### config.mk
export PLATFORM = sky130hd
export DESIGN_NAME = radio_seq_ctrl
export DESIGN_NICKNAME = d
export VERILOG_FILES = /design/src/rtl/radio_seq_pkg.sv /design/src/rtl/radio_seq_cfg.sv /design/src/rtl/radio_seq_fsm.sv /design/src/rtl/radio_seq_lane.sv /design/src/rtl/radio_seq_ctrl.sv
export SDC_FILE = /design/constraint.sdc
export NUM_CORES = 2
export LEC_CHECK = 0
export BUFFER_PORTS_ARGS = -buffer_cell sky130_fd_sc_hd__buf_4
export CELL_PAD_IN_SITES_DETAIL_PLACEMENT = 1
export CELL_PAD_IN_SITES_GLOBAL_PLACEMENT = 2
export CORE_UTILIZATION = 45
export DETAILED_ROUTE_END_ITERATION = 8
export PLACE_DENSITY_LB_ADDON = 0.1
export SLEW_MARGIN = 10
export SYNTH_ARGS = -nofsm -noshare
export SYNTH_HDL_FRONTEND = slang
export SYNTH_SLANG_ARGS = --single-unit
### constraint.sdc
create_clock -name clk_i -period 2.5 [get_ports clk_i]
set_clock_uncertainty 0.05 [all_clocks]
set_input_delay 0.125 -clock clk_i [delete_from_list [all_inputs] [get_ports clk_i]]
set_output_delay 0.125 -clock clk_i [all_outputs]
set_load 0.01 [all_outputs]
### src/rtl/radio_seq_pkg.sv
package radio_seq_pkg;
  localparam int unsigned TIME_W = 8;
  localparam int unsigned WORD_W = 32;
  localparam logic [TIME_W-1:0] EDGE_OFF = '1;

  typedef enum logic [1:0] {
    ST_IDLE     = 2'd0,
    ST_WARMUP   = 2'd1,
    ST_ACTIVE   = 2'd2,
    ST_WARMDOWN = 2'd3
  } seq_state_e;

  typedef struct packed {
    logic [TIME_W-1:0] rx_off;
    logic [TIME_W-1:0] rx_on;
    logic [TIME_W-1:0] tx_off;
    logic [TIME_W-1:0] tx_on;
  } sig_word_t;

  typedef struct packed {
    logic [TIME_W-1:0] rx_wd_end;
    logic [TIME_W-1:0] rx_wu_end;
    logic [TIME_W-1:0] tx_wd_end;
    logic [TIME_W-1:0] tx_wu_end;
  } end_word_t;
endpackage

### src/rtl/radio_seq_cfg.sv
module radio_seq_cfg
  import radio_seq_pkg::*;
#(
  parameter int unsigned NUM_SIG = 16,
  localparam int unsigned ADDR_W = $clog2(NUM_SIG + 1)
) (
  input  logic                      clk_i,
  input  logic                      rst_ni,
  input  logic                      we_i,
  input  logic [ADDR_W-1:0]         addr_i,
  input  logic [WORD_W-1:0]         wdata_i,
  input  logic                      snap_i,
  output sig_word_t [NUM_SIG-1:0]   sig_o,
  output end_word_t                 end_o
);
  sig_word_t [NUM_SIG-1:0] live_q;
  end_word_t               live_end_q;

  for (genvar g = 0; g < NUM_SIG; g++) begin : g_word
    always_ff @(posedge clk_i or negedge rst_ni) begin
      if (!rst_ni) begin
        live_q[g] <= '1;
        sig_o[g]  <= '1;
      end else begin
        if (we_i && addr_i == ADDR_W'(g)) live_q[g] <= sig_word_t'(wdata_i);
        if (snap_i) sig_o[g] <= live_q[g];
      end
    end
  end

  always_ff @(posedge clk_i or negedge rst_ni) begin
    if (!rst_ni) begin
      live_end_q <= '0;
      end_o      <= '0;
    end else begin
      if (we_i && addr_i == ADDR_W'(NUM_SIG)) live_end_q <= end_word_t'(wdata_i);
      if (snap_i) end_o <= live_end_q;
    end
  end
endmodule

### src/rtl/radio_seq_fsm.sv
module radio_seq_fsm
  import radio_seq_pkg::*;
(
  input  logic              clk_i,
  input  logic              rst_ni,
  input  logic              tx_req_i,
  input  logic              rx_req_i,
  input  logic              stop_req_i,
  input  logic              tick_i,
  input  end_word_t         end_i,
  output seq_state_e        state_o,
  output logic              is_tx_o,
  output logic [TIME_W-1:0] cnt_o,
  output logic              start_o,
  output logic              eval_o,
  output logic              finish_o
);
  logic [TIME_W-1:0] wu_end, wd_end;

  assign wu_end   = is_tx_o ? end_i.tx_wu_end : end_i.rx_wu_end;
  assign wd_end   = is_tx_o ? end_i.tx_wd_end : end_i.rx_wd_end;
  assign start_o  = (state_o == ST_IDLE) && (tx_req_i || rx_req_i);
  assign eval_o   = tick_i && (state_o == ST_WARMUP || state_o == ST_WARMDOWN);
  assign finish_o = eval_o && (state_o == ST_WARMDOWN) && (cnt_o == wd_end);

  always_ff @(posedge clk_i or negedge rst_ni) begin
    if (!rst_ni) begin
      state_o <= ST_IDLE;
      is_tx_o <= 1'b0;
      cnt_o   <= '0;
    end else begin
      unique case (state_o)
        ST_IDLE: if (start_o) begin
          state_o <= ST_WARMUP;
          is_tx_o <= tx_req_i;  // TX wins a tie
          cnt_o   <= '0;
        end
        ST_WARMUP: if (tick_i) begin
          cnt_o <= cnt_o + 1'b1;
          if (cnt_o == wu_end) state_o <= ST_ACTIVE;
        end
        ST_ACTIVE: if (stop_req_i) state_o <= ST_WARMDOWN;
        ST_WARMDOWN: if (tick_i) begin
          if (cnt_o == wd_end) state_o <= ST_IDLE;
          else cnt_o <= cnt_o + 1'b1;
        end
        default: state_o <= ST_IDLE;
      endcase
    end
  end
endmodule

### src/rtl/radio_seq_lane.sv
module radio_seq_lane
  import radio_seq_pkg::*;
(
  input  logic              clk_i,
  input  logic              rst_ni,
  input  sig_word_t         word_i,
  input  logic              is_tx_i,
  input  logic [TIME_W-1:0] cnt_i,
  input  logic              eval_i,
  input  logic              clear_i,
  output logic              en_o
);
  logic [TIME_W-1:0] on_t, off_t;
  logic hit_on, hit_off;

  assign on_t    = is_tx_i ? word_i.tx_on  : word_i.rx_on;
  assign off_t   = is_tx_i ? word_i.tx_off : word_i.rx_off;
  assign hit_on  = (on_t  != EDGE_OFF) && (cnt_i == on_t);
  assign hit_off = (off_t != EDGE_OFF) && (cnt_i == off_t);

  always_ff @(posedge clk_i or negedge rst_ni) begin
    if (!rst_ni)      en_o <= 1'b0;
    else if (clear_i) en_o <= 1'b0;
    else if (eval_i) begin
      if (hit_off)     en_o <= 1'b0;  // off wins over on
      else if (hit_on) en_o <= 1'b1;
    end
  end
endmodule

### src/rtl/radio_seq_ctrl.sv
module radio_seq_ctrl
  import radio_seq_pkg::*;
#(
  parameter int unsigned NUM_SIG = 16,
  localparam int unsigned ADDR_W = $clog2(NUM_SIG + 1)
) (
  input  logic               clk_i,
  input  logic               rst_ni,
  input  logic               cfg_we_i,
  input  logic [ADDR_W-1:0]  cfg_addr_i,
  input  logic [31:0]        cfg_wdata_i,
  input  logic               tx_req_i,
  input  logic               rx_req_i,
  input  logic               stop_req_i,
  input  logic               tick_i,
  output logic [NUM_SIG-1:0] en_o,
  output logic [1:0]         state_o,
  output logic               ready_o
);
  sig_word_t [NUM_SIG-1:0] sig_words;
  end_word_t               end_word;
  seq_state_e              state;
  logic                    is_tx, start, eval, finish;
  logic [TIME_W-1:0]       cnt;

  radio_seq_cfg #(.NUM_SIG(NUM_SIG)) u_cfg (
    .clk_i   (clk_i),
    .rst_ni  (rst_ni),
    .we_i    (cfg_we_i),
    .addr_i  (cfg_addr_i),
    .wdata_i (cfg_wdata_i),
    .snap_i  (start),
    .sig_o   (sig_words),
    .end_o   (end_word)
  );

  radio_seq_fsm u_fsm (
    .clk_i      (clk_i),
    .rst_ni     (rst_ni),
    .tx_req_i   (tx_req_i),
    .rx_req_i   (rx_req_i),
    .stop_req_i (stop_req_i),
    .tick_i     (tick_i),
    .end_i      (end_word),
    .state_o    (state),
    .is_tx_o    (is_tx),
    .cnt_o      (cnt),
    .start_o    (start),
    .eval_o     (eval),
    .finish_o   (finish)
  );

  for (genvar g = 0; g < NUM_SIG; g++) begin : g_lane
    radio_seq_lane u_lane (
      .clk_i   (clk_i),
      .rst_ni  (rst_ni),
      .word_i  (sig_words[g]),
      .is_tx_i (is_tx),
      .cnt_i   (cnt),
      .eval_i  (eval),
      .clear_i (finish || start),
      .en_o    (en_o[g])
    );
  end

  assign state_o = state;
  assign ready_o = (state == ST_ACTIVE);
endmodule

Word level (Yosys, flattened, before mapping). Cells that the tools add are included.

Add/sub/neg operators: 1. Multipliers: 0. Div/mod/pow operators: 0. Magnitude comparators: 0. Eq/ne operators: 92. Shifts and indexed selects: 0. Multiplexer cells: 110. Bitwise operators: 0. Reductions and logical operators: 95.

Operators by type and width (count): 8-bit two-way mux (38); 8-bit == test (34); 8-bit != test, second input constant (32); 1-bit two-way mux (64); 1-bit logical AND (53); 3-bit nonzero test (17); 5-bit by 4-bit == test with 1-bit output, second input constant (8); 2-bit AND reduction (17); 8-bit case mux with 3 select lines (1); 5-bit by 3-bit == test with 1-bit output, second input constant (4); 2-bit != test, second input constant (7); 2-bit two-way mux (6); 5-bit by 2-bit == test with 1-bit output, second input constant (2); 8-bit by 1-bit adder with 8-bit output, second input constant (1); 2-bit case mux with 4 select lines (1); 6-bit AND reduction (1); 5-bit by 1-bit == test with 1-bit output, second input constant (1); 5-bit == test, second input constant (1); 5-bit logical NOT (1); 5-bit AND reduction (1); 2-bit == test, second input constant (2); 1-bit logical OR (3); 2-bit by 1-bit == test with 1-bit output, second input constant (1); 2-bit logical NOT (1); 2-bit nonzero test (1).

Bits in registers: 1115. Latch bits: 0. Memory bits (writable): 0. ROM bits: 0. Logic and storage cells: 453. Memories: 0.

Depth between registers and ports, before layout.
Depth after elaboration: 8. Gate-level depth with buffers: 11.

By module. From an unflattened synthesis, not the netlist that was laid out.

Cells, all modules: 3474. Area, all modules: 51116.5 um^2.

Modules (own cells, without submodules): radio_seq_cfg (instances 1, cells an instance 2350, area each 41845.1 um^2); radio_seq_lane (instances 16, cells an instance 63, area each 511.7 um^2); radio_seq_fsm (instances 1, cells an instance 114, area each 1071.0 um^2); radio_seq_ctrl (instances 1, cells an instance 2, area each 12.5 um^2).

Worst setup path after synthesis. Ideal clock, no wire load.

Path type: reg-to-reg. From: register u_fsm.state_o[0]. To: register u_cfg.sig_o[320] (netlist name). Library setup time: 0.082 ns. Arrival: 1.998 ns. Data required time: 2.368 ns. Setup slack: 0.370 ns. Stages on the path, launching flop included: 7. Path buffers: 2. Clock period less this slack: 2.130 ns. Cells stage by stage: dfrtp_1 > inv_1 > ha_1 > o21ai_1 > clkbuf_1 > clkbuf_1 > mux2_2.

Word-level cells in the longest chain between the ends: 2.

Ends and longest elaborated chain: from (decl) (RTL line radio_seq_fsm.sv:11) `output seq_state_e state_o,`; from (signal assigned) (RTL line radio_seq_fsm.sv:28) `state_o <= ST_IDLE;`; from (signal assigned) (RTL line radio_seq_fsm.sv:34) `state_o <= ST_WARMUP;`; from (signal assigned) (RTL line radio_seq_fsm.sv:40) `if (cnt_o == wu_end) state_o <= ST_ACTIVE;`; 2-bit logical NOT (RTL line radio_seq_fsm.sv:22) `assign start_o = (state_o == ST_IDLE) && (tx_req_i || rx_req_i);`; 1-bit logical AND (RTL line radio_seq_fsm.sv:22); to (signal, indexed assignment) (RTL line radio_seq_cfg.sv:26) `if (snap_i) sig_o[g] <= live_q[g];`; to (decl) (RTL line radio_seq_cfg.sv:13) `output sig_word_t [NUM_SIG-1:0] sig_o,`.

Every way passes these cells. A chain may end at the register's enable or synchronous reset.

Final worst setup path.
From: register u_fsm.is_tx_o. To: register g_lane[1].u_lane.en_o.

Word-level cells in the longest chain between the ends: 6. Elaborated cells on any way between the ends: 18. Those cells by class: eq/ne: 5; mux: 6; reduce/logical: 7.

Ends and longest elaborated chain: from (decl) (RTL line radio_seq_fsm.sv:12) `output logic is_tx_o,`; from (signal assigned) (RTL line radio_seq_fsm.sv:35) `is_tx_o <= tx_req_i;`; 8-bit two-way mux, on equally long branches (RTL line radio_seq_lane.sv:17, radio_seq_fsm.sv:21); 8-bit != test (tied with other cells) (RTL line radio_seq_lane.sv:19) `assign hit_off = (off_t != EDGE_OFF) && (cnt_i == off_t);`; 1-bit logical AND, on equally long branches (RTL line radio_seq_lane.sv:19, radio_seq_fsm.sv:24); 1-bit two-way mux or 1-bit logical OR (tied branches) (RTL line radio_seq_lane.sv:25, radio_seq_ctrl.sv:61); 1-bit two-way mux (tied with other cells) (RTL line radio_seq_lane.sv:24) `else if (eval_i) begin`; 1-bit two-way mux or 2-bit AND reduction (tied branches); to (signal assigned) (RTL line radio_seq_lane.sv:23) `else if (clear_i) en_o <= 1'b0;`; to (signal assigned) (RTL line radio_seq_lane.sv:25) `if (hit_off) en_o <= 1'b0;`; to (signal assigned) (RTL line radio_seq_lane.sv:26) `else if (hit_on) en_o <= 1'b1;`; to (decl) (RTL line radio_seq_lane.sv:11) `output logic en_o`.

Parallel ways exist; a longest one is shown, timed or not. The select of a mux whose other input is x is not followed.

==> results.ini <==
[synthesis]
ys_top_cells_by_area=dfstp_2 53%, mux2_2 24%, dfrtp_1 4.5%
syn-num-nets=3502
synthCells=3452
synth_edf_count=0
ys_warn_count=0
ys.flop_type=dfstp_2
synthDistinctLibCells=70
yosysTopAreaCell=dfstp_2
ys_seq_elements=1115
synth_top_cell_area_share=0.533
async_flop_share=1.00
synth_area_sq_um=50400
avgSynthCellArea_sq_um=14.6
yosysSeqAreaShare=0.579

[worst_setup_path]
critPathLaunchType=flip-flop
path_class=flip-flop to flip-flop
critPathLaunch=u_fsm.is_tx_o$_DFFE_PN0P_
crit_arrival_ps=3050
cpMaxStageDelayCell=dfrtp_4
max_stage_delay_ps=540
cp_max_fo=28
cpMostUsedCell=buf_16
reg2reg_from=u_fsm.is_tx_o$_DFFE_PN0P_
r2r_cells=7
end_kind=flip-flop
worstPathRequired_ps=3080
regToRegEndpoint=g_lane[1].u_lane.en_o$_DFFE_PN0P_
reg2reg_setup_slack_ps=40
crit_chain=buf_16 > buf_16 > mux2i_2 > xnor2_1 > a2111oi_2 > a41oi_2 > nor3_1

[global_routing]
overflow=0
grt_pass1_vias=32828
grt_pass1_wl_mm=220
grt_antenna_before_repair=12
grt_max_degree=106
track_usage=0.263

[drt]
wirelength_mm=145
wl_per_cell_microns=27.9
firstDrtPassIters=5
drc=0
vias=29300
vias_per_cell=5.63
antenna_left=0
drt_iter0_markers=1380

[sta]
finalSetupViolCount=0
tightestPinTransition_ps=625
hold_viol=0
rsz0062_at_grt=true
fin_crit_ps=2460
relSlewSlack=0.584
timing.final.crit_share=0.985
timing.fmax_mhz=406
tns_ps=0
slew_viol_final=0

[final_layout]
drive_gt1_frac=0.693
synthToLayoutAreaGrowth_pct=16.0
final.fill_count=10505
final_nets=3670

[cts]
clkLatencyLatePin_ps=740
clk_path_buf_depth=3
cts_buffers=131
cts_tree=built
cts_sinks=1115
clk_pin_slew_worst_paths_ps=60
root_buffer=clkbuf_16
htreeDepth=4

[power_and_ir_drop]
power_uw=71700
powerDensity_nw_per_um2=1230
leakagePower_uw=0.0237
vdd_ir_drop_max_mv=0.766

[hold_path]
holdPathEnd=u_cfg.live_q[489]$_DFFE_PN1P_
whs_path_depth=5
min_from=cfg_addr_i[3]
hp-class=input port to flip-flop

[placed_design]
place.gp.congestion=0.821
place_hpwl_mm=87.5
port_buffers=62

[die]
ios=63
rows=122
start_util=0.455
die_h_microns=337
core-area_sq_um=111000
die-area_sq_um=113000
fp.dieW_microns=337

[run_status]
outcome=completed

[run]
cap_violations=0

[routing by layer]
layer  GRT usage  up-vias  wire, microns
met3      0.0360      203           4540
met2       0.453      448          73000
li1            -    12702              -
met5           0        -              9
met4      0.0770        2           3540
met1       0.344    15945          64200
[metrics by stage]
stage / hold slack [ps] / instances / area [sq um] / utilization / setup WS [ps]
5_1_grt: 83.1 / 5200 / 58500 / 0.528 / -51.0
4_1_cts: 2.66 / 5192 / 58300 / 0.526 / 0.975
6_report: 83.1 / 5204 / 58500 / 0.528 / 36.6
3_5_place_dp: 84.9 / 4928 / 53600 / 0.484 / -242
3_3_place_gp: 82.1 / 4928 / 53600 / 0.484 / -122
2_1_floorplan: -221 / 3452 / 50400 / - / 370
[power breakdown]
| group | internal, uW | leakage, uW | switching [uW] |
|---|---|---|---|
| Combinational | 11500 | 0.00977 | 10500 |
| Sequential | 27000 | 0.0119 | 3800 |
| Clock | 11400 | 0.00208 | 7480 |
| Total | 49900 | 0.0237 | 21800 |
[what timing repair did]
action | 4_1_cts | 5_1_grt
endpoints found under the setup margin | 8 | 20
hold buffers | 38 | 0
gates cloned | 1 | 2
gates resized for setup | 9 | 18
pin swaps | 1 | 6
buffers inserted | 1 | 5
endpoints found under the hold margin | 899 | 0
[logic make-up (layout without fill, tap and decap cells)]
| family | count (synthesis) | count (layout) | share of synthesized area |
|---|---|---|---|
| AOI/OAI and AO/OA | 173 | 173 | 0.0236 |
| xor gates and xnor gates | 253 | 253 | 0.0439 |
| adders and majority gates | 6 | 6 | 0.00149 |
| buffers and inverters | 252 | 511 | 0.0255 |
| DFF | 1115 | 1115 | 0.579 |
| muxes | 1319 | 1319 | 0.289 |
| other | 0 | 5 | 0 |
| and+or+nand+nor | 334 | 334 | 0.0379 |
[worst max path at each step]
| stage | endpoint |
|---|---|
| after floorplan | u_cfg.sig_o[320]$_DFFE_PN1P_ |
| after global placement | g_lane[10].u_lane.en_o$_DFFE_PN0P_ |
| after detailed placement | g_lane[7].u_lane.en_o$_DFFE_PN0P_ |
| after CTS | u_fsm.state_o[1]$_DFFE_PN0P_ |
| after global routing | g_lane[1].u_lane.en_o$_DFFE_PN0P_ |
| final | g_lane[1].u_lane.en_o$_DFFE_PN0P_ |
[area by class of cell]
cell class	instances	area [sq um]	share of cell area
antenna	5	12.5	0.000214
clock buffer	192	3890	0.0664
clock inverter	32	367	0.00627
inverter	4	15.0	0.000257
multi-input combinational	2085	20100	0.344
sequential	1115	29200	0.500
tap	1488	1860	0.0318
timing repair buffer	283	3030	0.0517
[cell usage in the layout, fill, tap and decap left out, types with 24 or more instances in the layout]
cell	n
nor4_1	29
xor2_1	110
dfrtp_1	82
clkbuf_16	139
mux2_1	34
nand3_1	50
nor2b_1	49
dfstp_2	1024
buf_12	56
a21oi_1	59
mux2i_1	218
buf_4	180
dlygate4sd3_1	38
xnor2_1	143
mux2_2	1064
nand4_1	67
o21ai_0	24
clkbuf_1	31
nand2_1	41
[synth_stat cells (34+ instances only)]
cell type	instances
nand3_1	50
clkbuf_1	127
nand4_1	67
mux2_2	1064
mux2_1	34
a21oi_1	59
dfrtp_1	91
xor2_1	110
mux2i_1	221
nand2_1	41
dfstp_2	1024
xnor2_1	143
buf_1	42
nor2b_1	52
[flip-flops by register name (all words and copies together) (netlist names)]
register / flops
g_lane.u_lane.en_o: 16
u_cfg.end_o: 32
u_cfg.live_end_q: 32
u_cfg.live_q: 512
u_cfg.sig_o: 512
u_fsm.cnt_o: 8
u_fsm.is_tx_o: 1
u_fsm.state_o: 2
[critical path, delay by kind of cell, from the launching register on]
family	cells	cell delay, ps
AOI/OAI and AO/OA	2	700
xor gates and xnor gates	1	120
buffers and inverters	2	490
DFF	1	540
muxes	1	250
and+or+nand+nor	1	180
Note: power is estimated with default switching activity, not from simulation.
